--- src/rtl/pwr_seq_pkg.sv ---
package pwr_seq_pkg;

  // DAC code for ramp level lvl out of nsteps, full scale = all ones
  function automatic int unsigned level_code(input int unsigned lvl,
                                             input int unsigned nsteps,
                                             input int unsigned code_w);
    int unsigned fs;
    fs = (1 << code_w) - 1;
    return (lvl * fs) / nsteps;
  endfunction

  // ramp level reached after cnt ticks, saturating at nsteps
  function automatic int unsigned level_of_count(input int unsigned cnt,
                                                 input int unsigned step_ticks,
                                                 input int unsigned nsteps);
    int unsigned l;
    l = cnt / step_ticks;
    return (l > nsteps) ? nsteps : l;
  endfunction

endpackage

--- src/rtl/pwr_seq_tick_timer.sv ---
module pwr_seq_tick_timer #(
  parameter int LIMIT = 16,
  parameter int CW    = $clog2(LIMIT + 1)
) (
  input  logic          clk,
  input  logic          rst_n,
  input  logic          run,
  input  logic          tick,
  output logic [CW-1:0] count,
  output logic          done
);

  assign done = (count == CW'(LIMIT));

  always_ff @(posedge clk or negedge rst_n) begin
    if (!rst_n)              count <= '0;
    else if (!run)           count <= '0;
    else if (tick && !done)  count <= count + 1'b1;
  end

  AST_NO_OVERFLOW: assert property (@(posedge clk) disable iff (!rst_n)
    done |=> (count == CW'(LIMIT)) || !$past(run) || !run);

endmodule

--- src/rtl/pwr_seq_ilim_ramp.sv ---
module pwr_seq_ilim_ramp
  import pwr_seq_pkg::*;
#(
  parameter int NSTEPS     = 4,
  parameter int STEP_TICKS = 128,
  parameter int CODE_W     = 8
) (
  input  logic              clk,
  input  logic              rst_n,
  input  logic              run,
  input  logic              tick,
  output logic [CODE_W-1:0] code,
  output logic              at_full
);

  localparam int RAMP_TICKS = NSTEPS * STEP_TICKS;
  localparam int RCW        = $clog2(RAMP_TICKS + 1);

  logic [RCW-1:0] ramp_cnt;
  logic           ramp_done;
  int unsigned    lvl;

  pwr_seq_tick_timer #(.LIMIT(RAMP_TICKS)) u_ramp_cnt (
    .clk   (clk),
    .rst_n (rst_n),
    .run   (run),
    .tick  (tick),
    .count (ramp_cnt),
    .done  (ramp_done)
  );

  always_comb begin
    lvl  = level_of_count(int'(ramp_cnt), STEP_TICKS, NSTEPS);
    code = CODE_W'(level_code(lvl, NSTEPS, CODE_W));
  end

  assign at_full = ramp_done;

  AST_FULL_HOLDS: assert property (@(posedge clk) disable iff (!rst_n)
    (at_full && run) |=> (code == {CODE_W{1'b1}}) || !run);

endmodule

--- src/rtl/pwr_seq_rst_gate.sv ---
module pwr_seq_rst_gate (
  input  logic enable,
  input  logic expired,
  input  logic pgood,
  output logic rst_out_n
);

  // combinational so that shutdown and power-good loss act at once
  assign rst_out_n = enable & expired & pgood;

endmodule

--- src/rtl/pwr_seq_softstart.sv ---
module pwr_seq_softstart #(
  parameter int NSTEPS     = 4,
  parameter int STEP_TICKS = 128,
  parameter int CODE_W     = 8,
  parameter int UV_TICKS   = 5000,
  parameter int RST_TICKS  = 32768
) (
  input  logic              clk,
  input  logic              rst_n,
  input  logic              enable,
  input  logic              cyc_tick,
  input  logic              pgood,
  output logic [CODE_W-1:0] ilim_code,
  output logic              uv_armed,
  output logic              rst_out_n
);

  localparam int UCW = $clog2(UV_TICKS + 1);
  localparam int XCW = $clog2(RST_TICKS + 1);

  logic           ramp_full;
  logic [UCW-1:0] uv_cnt;
  logic [XCW-1:0] rst_cnt;
  logic           rst_expired;

  pwr_seq_ilim_ramp #(
    .NSTEPS(NSTEPS), .STEP_TICKS(STEP_TICKS), .CODE_W(CODE_W)
  ) u_ramp (
    .clk     (clk),
    .rst_n   (rst_n),
    .run     (enable),
    .tick    (cyc_tick),
    .code    (ilim_code),
    .at_full (ramp_full)
  );

  pwr_seq_tick_timer #(.LIMIT(UV_TICKS)) u_uv_timer (
    .clk   (clk),
    .rst_n (rst_n),
    .run   (enable),
    .tick  (cyc_tick),
    .count (uv_cnt),
    .done  (uv_armed)
  );

  pwr_seq_tick_timer #(.LIMIT(RST_TICKS)) u_rst_timer (
    .clk   (clk),
    .rst_n (rst_n),
    .run   (enable),
    .tick  (cyc_tick),
    .count (rst_cnt),
    .done  (rst_expired)
  );

  pwr_seq_rst_gate u_rst_gate (
    .enable    (enable),
    .expired   (rst_expired),
    .pgood     (pgood),
    .rst_out_n (rst_out_n)
  );

  AST_RAMP_MONOTONIC: assert property (@(posedge clk) disable iff (!rst_n)
    (enable && $past(enable)) |-> (ilim_code >= $past(ilim_code)));

  AST_HOLD_NO_TICK: assert property (@(posedge clk) disable iff (!rst_n)
    (enable && $past(enable) && !$past(cyc_tick)) |-> $stable(ilim_code));

  AST_CLEAR_ON_OFF: assert property (@(posedge clk) disable iff (!rst_n)
    !enable |=> ((ilim_code == '0) && !uv_armed));

  AST_RST_AFTER_UV: assert property (@(posedge clk) disable iff (!rst_n)
    rst_out_n |-> (uv_armed && ramp_full));

endmodule

--- config.mk ---
export PLATFORM = sky130hd
export DESIGN_NAME = pwr_seq_softstart
export DESIGN_NICKNAME = d
export VERILOG_FILES = /design/src/rtl/pwr_seq_pkg.sv /design/src/rtl/pwr_seq_tick_timer.sv /design/src/rtl/pwr_seq_ilim_ramp.sv /design/src/rtl/pwr_seq_rst_gate.sv /design/src/rtl/pwr_seq_softstart.sv
export SDC_FILE = /design/constraint.sdc
export NUM_CORES = 1
export LEC_CHECK = 0
export CAP_MARGIN = 25
export CORE_MARGIN = 2
export CORE_UTILIZATION = 60
export DETAILED_ROUTE_END_ITERATION = 10
export MAX_ROUTING_LAYER = met4
export PLACE_DENSITY = 0.85
export SLEW_MARGIN = 10
export SYNTH_ARGS = -nofsm -noshare
export SYNTH_HDL_FRONTEND = slang
export SYNTH_SLANG_ARGS = --single-unit
--- constraint.sdc ---
create_clock -name clk -period 5.6 [get_ports clk]
set_input_delay 1.68 -clock clk [delete_from_list [all_inputs] [get_ports clk]]
set_output_delay 1.68 -clock clk [all_outputs]
set_load 0.005 [all_outputs]
==> flow_metrics.tcl <==
set metrics [dict create \
    status "finished clean" \
    clkSinkCount 39 \
    cts_inserted_buffers 5 \
    netlist_instances 244 \
    dp_cells 297 \
    first_iter_violations 160 \
    grt_max_degree 48 \
    ant_nets 0 \
    grt_overflow 0 \
    hpwl_um 2630 \
    cts_hold_buffers 0 \
    layout_commonest_cell "dfrtp_1" \
    viasPerCell 5.58 \
    port_buffers 14 \
    dieHeight_um 66.5 \
    ff2ff_path_depth 6 \
    stdcell_count 305 \
    antenna_found_initial 0 \
    grt_pass1_vias 1667 \
    p_per_area_nw_per_um2 197 \
    dieArea_um2 4420 \
    critPathSlowestCell "clkdlybuf4s50_1" \
    nets 272 \
    hold_viol_final 0 \
    setup_tns_ns 0 \
    synth-seq-area-share 0.417 \
    io_pins 15 \
    track_usage 0.220 \
    yosysWarnings 0 \
    start_kind "flop" \
    grt_pass1_wl_um 7240 \
    endpoint_kind "output pin" \
    die_w_um 66.5 \
    period_minus_slack_ns 4.52 \
    arrival_ns 2.84 \
    clock-root-buffer "clkbuf_8" \
    diodes 0 \
    worstHoldPathType "reg2reg" \
    final.period_utilization 0.807 \
    required_ns 3.92 \
    slew_headroom 0.439 \
    synth_top_cell_by_area "dfrtp_1" \
    hold_end "u_ramp.u_ramp_cnt.count[1]" \
    crit_family "adder cells" \
    post_cts_buffers 0 \
    vdd_drop_max_uv 132 \
    ctsResizeCount 0 \
    max_slew.worst_pin.slew_ns 0.842 \
    slowest_delay_ns 0.51 \
    synthesis.area_um2 2340 \
    synth_edf_count 0 \
    globalplace.congestion 0.804 \
    min-delay-start "u_ramp.u_ramp_cnt.count[1]" \
    vias 1703 \
    area_growth_pct 10.4 \
    ys_types 37 \
    rsz0062_at_grt "false" \
    path_clk_slew_ns 0.08 \
    core_area_um2 3720 \
    wl_um 4040 \
    fin_worst_skew_ns 0.00621 \
    syn_nets 260 \
    crit_type "reg2out" \
    drv_cap 0 \
    cp_max_fo 5 \
    clock_path_buffers 2 \
    htreeDepth 2 \
    drc 0 \
    drive_gt1_frac 0.0623 \
    timing.rr.start "u_uv_timer.count[0]" \
    max_clock_freq_mhz 221 \
    min_path_cells 2 \
    insertion_delay_ns 0.29 \
    r2r_slack_ns 3.93 \
    cts_tree "built" \
    start_util 0.630 \
    p_leak_nw 1.17 \
    cp_common_cell "ha_1" \
    post_drt_wl_per_cell_um 13.2 \
    drv_slew 0 \
    ys.flop_type "dfrtp_1" \
    rows 22 \
    syn-mean-instance-area_um2 9.60 \
    worstPathCellList "or2_2 > ha_1 > ha_1 > a31o_2 > a21oi_1 > xnor2_1 > clkdlybuf4s50_1" \
    crit_buf_inv 1 \
    synth_top_area_frac 0.417 \
    dr.pass1.iters 4 \
    mostFrequentLayoutCells "39 x dfrtp_1, 26 x and2_1, 23 x nand2_1" \
    rr_endpoint "u_uv_timer.count[2]" \
    synthTopCellsByArea "dfrtp_1 42%, xnor2_1 7.1%, and2_1 6.9%" \
    ys_async_sr_fraction 1.00 \
    ys_ff_latch 39 \
    setup_violations 0 \
]
-- layout make-up --
type                            count  area [um^2]
Tap cell                           48         60.1
Clock buffer                        7         76.3
Inverter                            9         33.8
Multi-Input combinational cell    186         1290
Sequential cell                    39          976
Timing Repair Buffer               15          143
Fill cell                         300         1130
Clock inverter                      1         5.00
-- per-layer routing --
metal | global-route usage | wire, um | up-vias | share of wire
li1 | - | - | 867 | -
met1 | 0.275 | 1950 | 793 | 0.48
met2 | 0.356 | 1900 | 38 | 0.47
met3 | 0.0405 | 130 | 5 | 0.032
met4 | 0.0842 | 61 | 0 | 0.015
met5 | - | 0 | - | 0
-- worst min-delay path, delay by kind of cell, from the launching register on --
family          cells  cell delay (ns)
compound gates      1             0.06
flops               1             0.40
simple gates        1             0.06
-- worst max-delay path by stage --
stage | from | slack, ns | endpoint | cells after the start
after global placement | enable | 1.10 | rst_out_n | 4
after global routing | u_ramp.u_ramp_cnt.count[9] | 0.96 | ilim_code[7] | 7
after CTS | u_ramp.u_ramp_cnt.count[9] | 1.06 | ilim_code[7] | 7
after floorplan | enable | 1.88 | rst_out_n | 3
final | u_ramp.u_ramp_cnt.count[9] | 1.08 | ilim_code[7] | 7
after detailed placement | enable | 1.10 | rst_out_n | 4
-- metrics by stage --
stage	power, mW	worst slack, ns	area, um^2	util	hold WS (ns)
after detailed placement	0.330	1.10	2500	0.674	0.556
final	0.510	1.08	2590	0.696	0.567
after CTS	0.515	1.06	2590	0.696	0.573
after floorplan	0.317	1.88	2340	-	0.516
after global placement	0.330	1.10	2500	0.674	0.550
after global routing	0.531	0.959	2590	0.696	0.598
-- flip-flops by register name (all words and copies together) (netlist names) --
name,count
u_uv_timer.count,13
u_rst_timer.count,16
u_ramp.u_ramp_cnt.count,10
-- Yosys cell counts, types with 3 or more instances --
cell type,n
dfrtp_1,39
and2_1,26
nand2_1,23
xnor2_1,19
xor2_1,14
nand3_1,13
nand4_1,12
ha_1,11
inv_1,9
nor4_1,9
clkbuf_1,8
nor2_1,7
nor3_1,7
o21ai_0,6
a21boi_0,4
mux2i_1,4
nor2b_1,4
a21oi_1,3
or3_1,3
-- logic make-up after synthesis --
family	count (synthesis)	synth area share
DFF	39	0.417
adders and majority gates	11	0.0588
xor gates and xnor gates	33	0.123
AOI/OAI and AO/OA	17	0.0518
and+or+nand+nor	120	0.296
buffers and inverters	19	0.0315
muxes	5	0.0219
-- where the power goes --
group	internal, mW	switching [mW]	total (mW)
registers	0.286	0.00525	0.291
clock network	0.0875	0.0982	0.186
logic	0.0128	0.0203	0.0331
(Power assumes the default switching activity.)
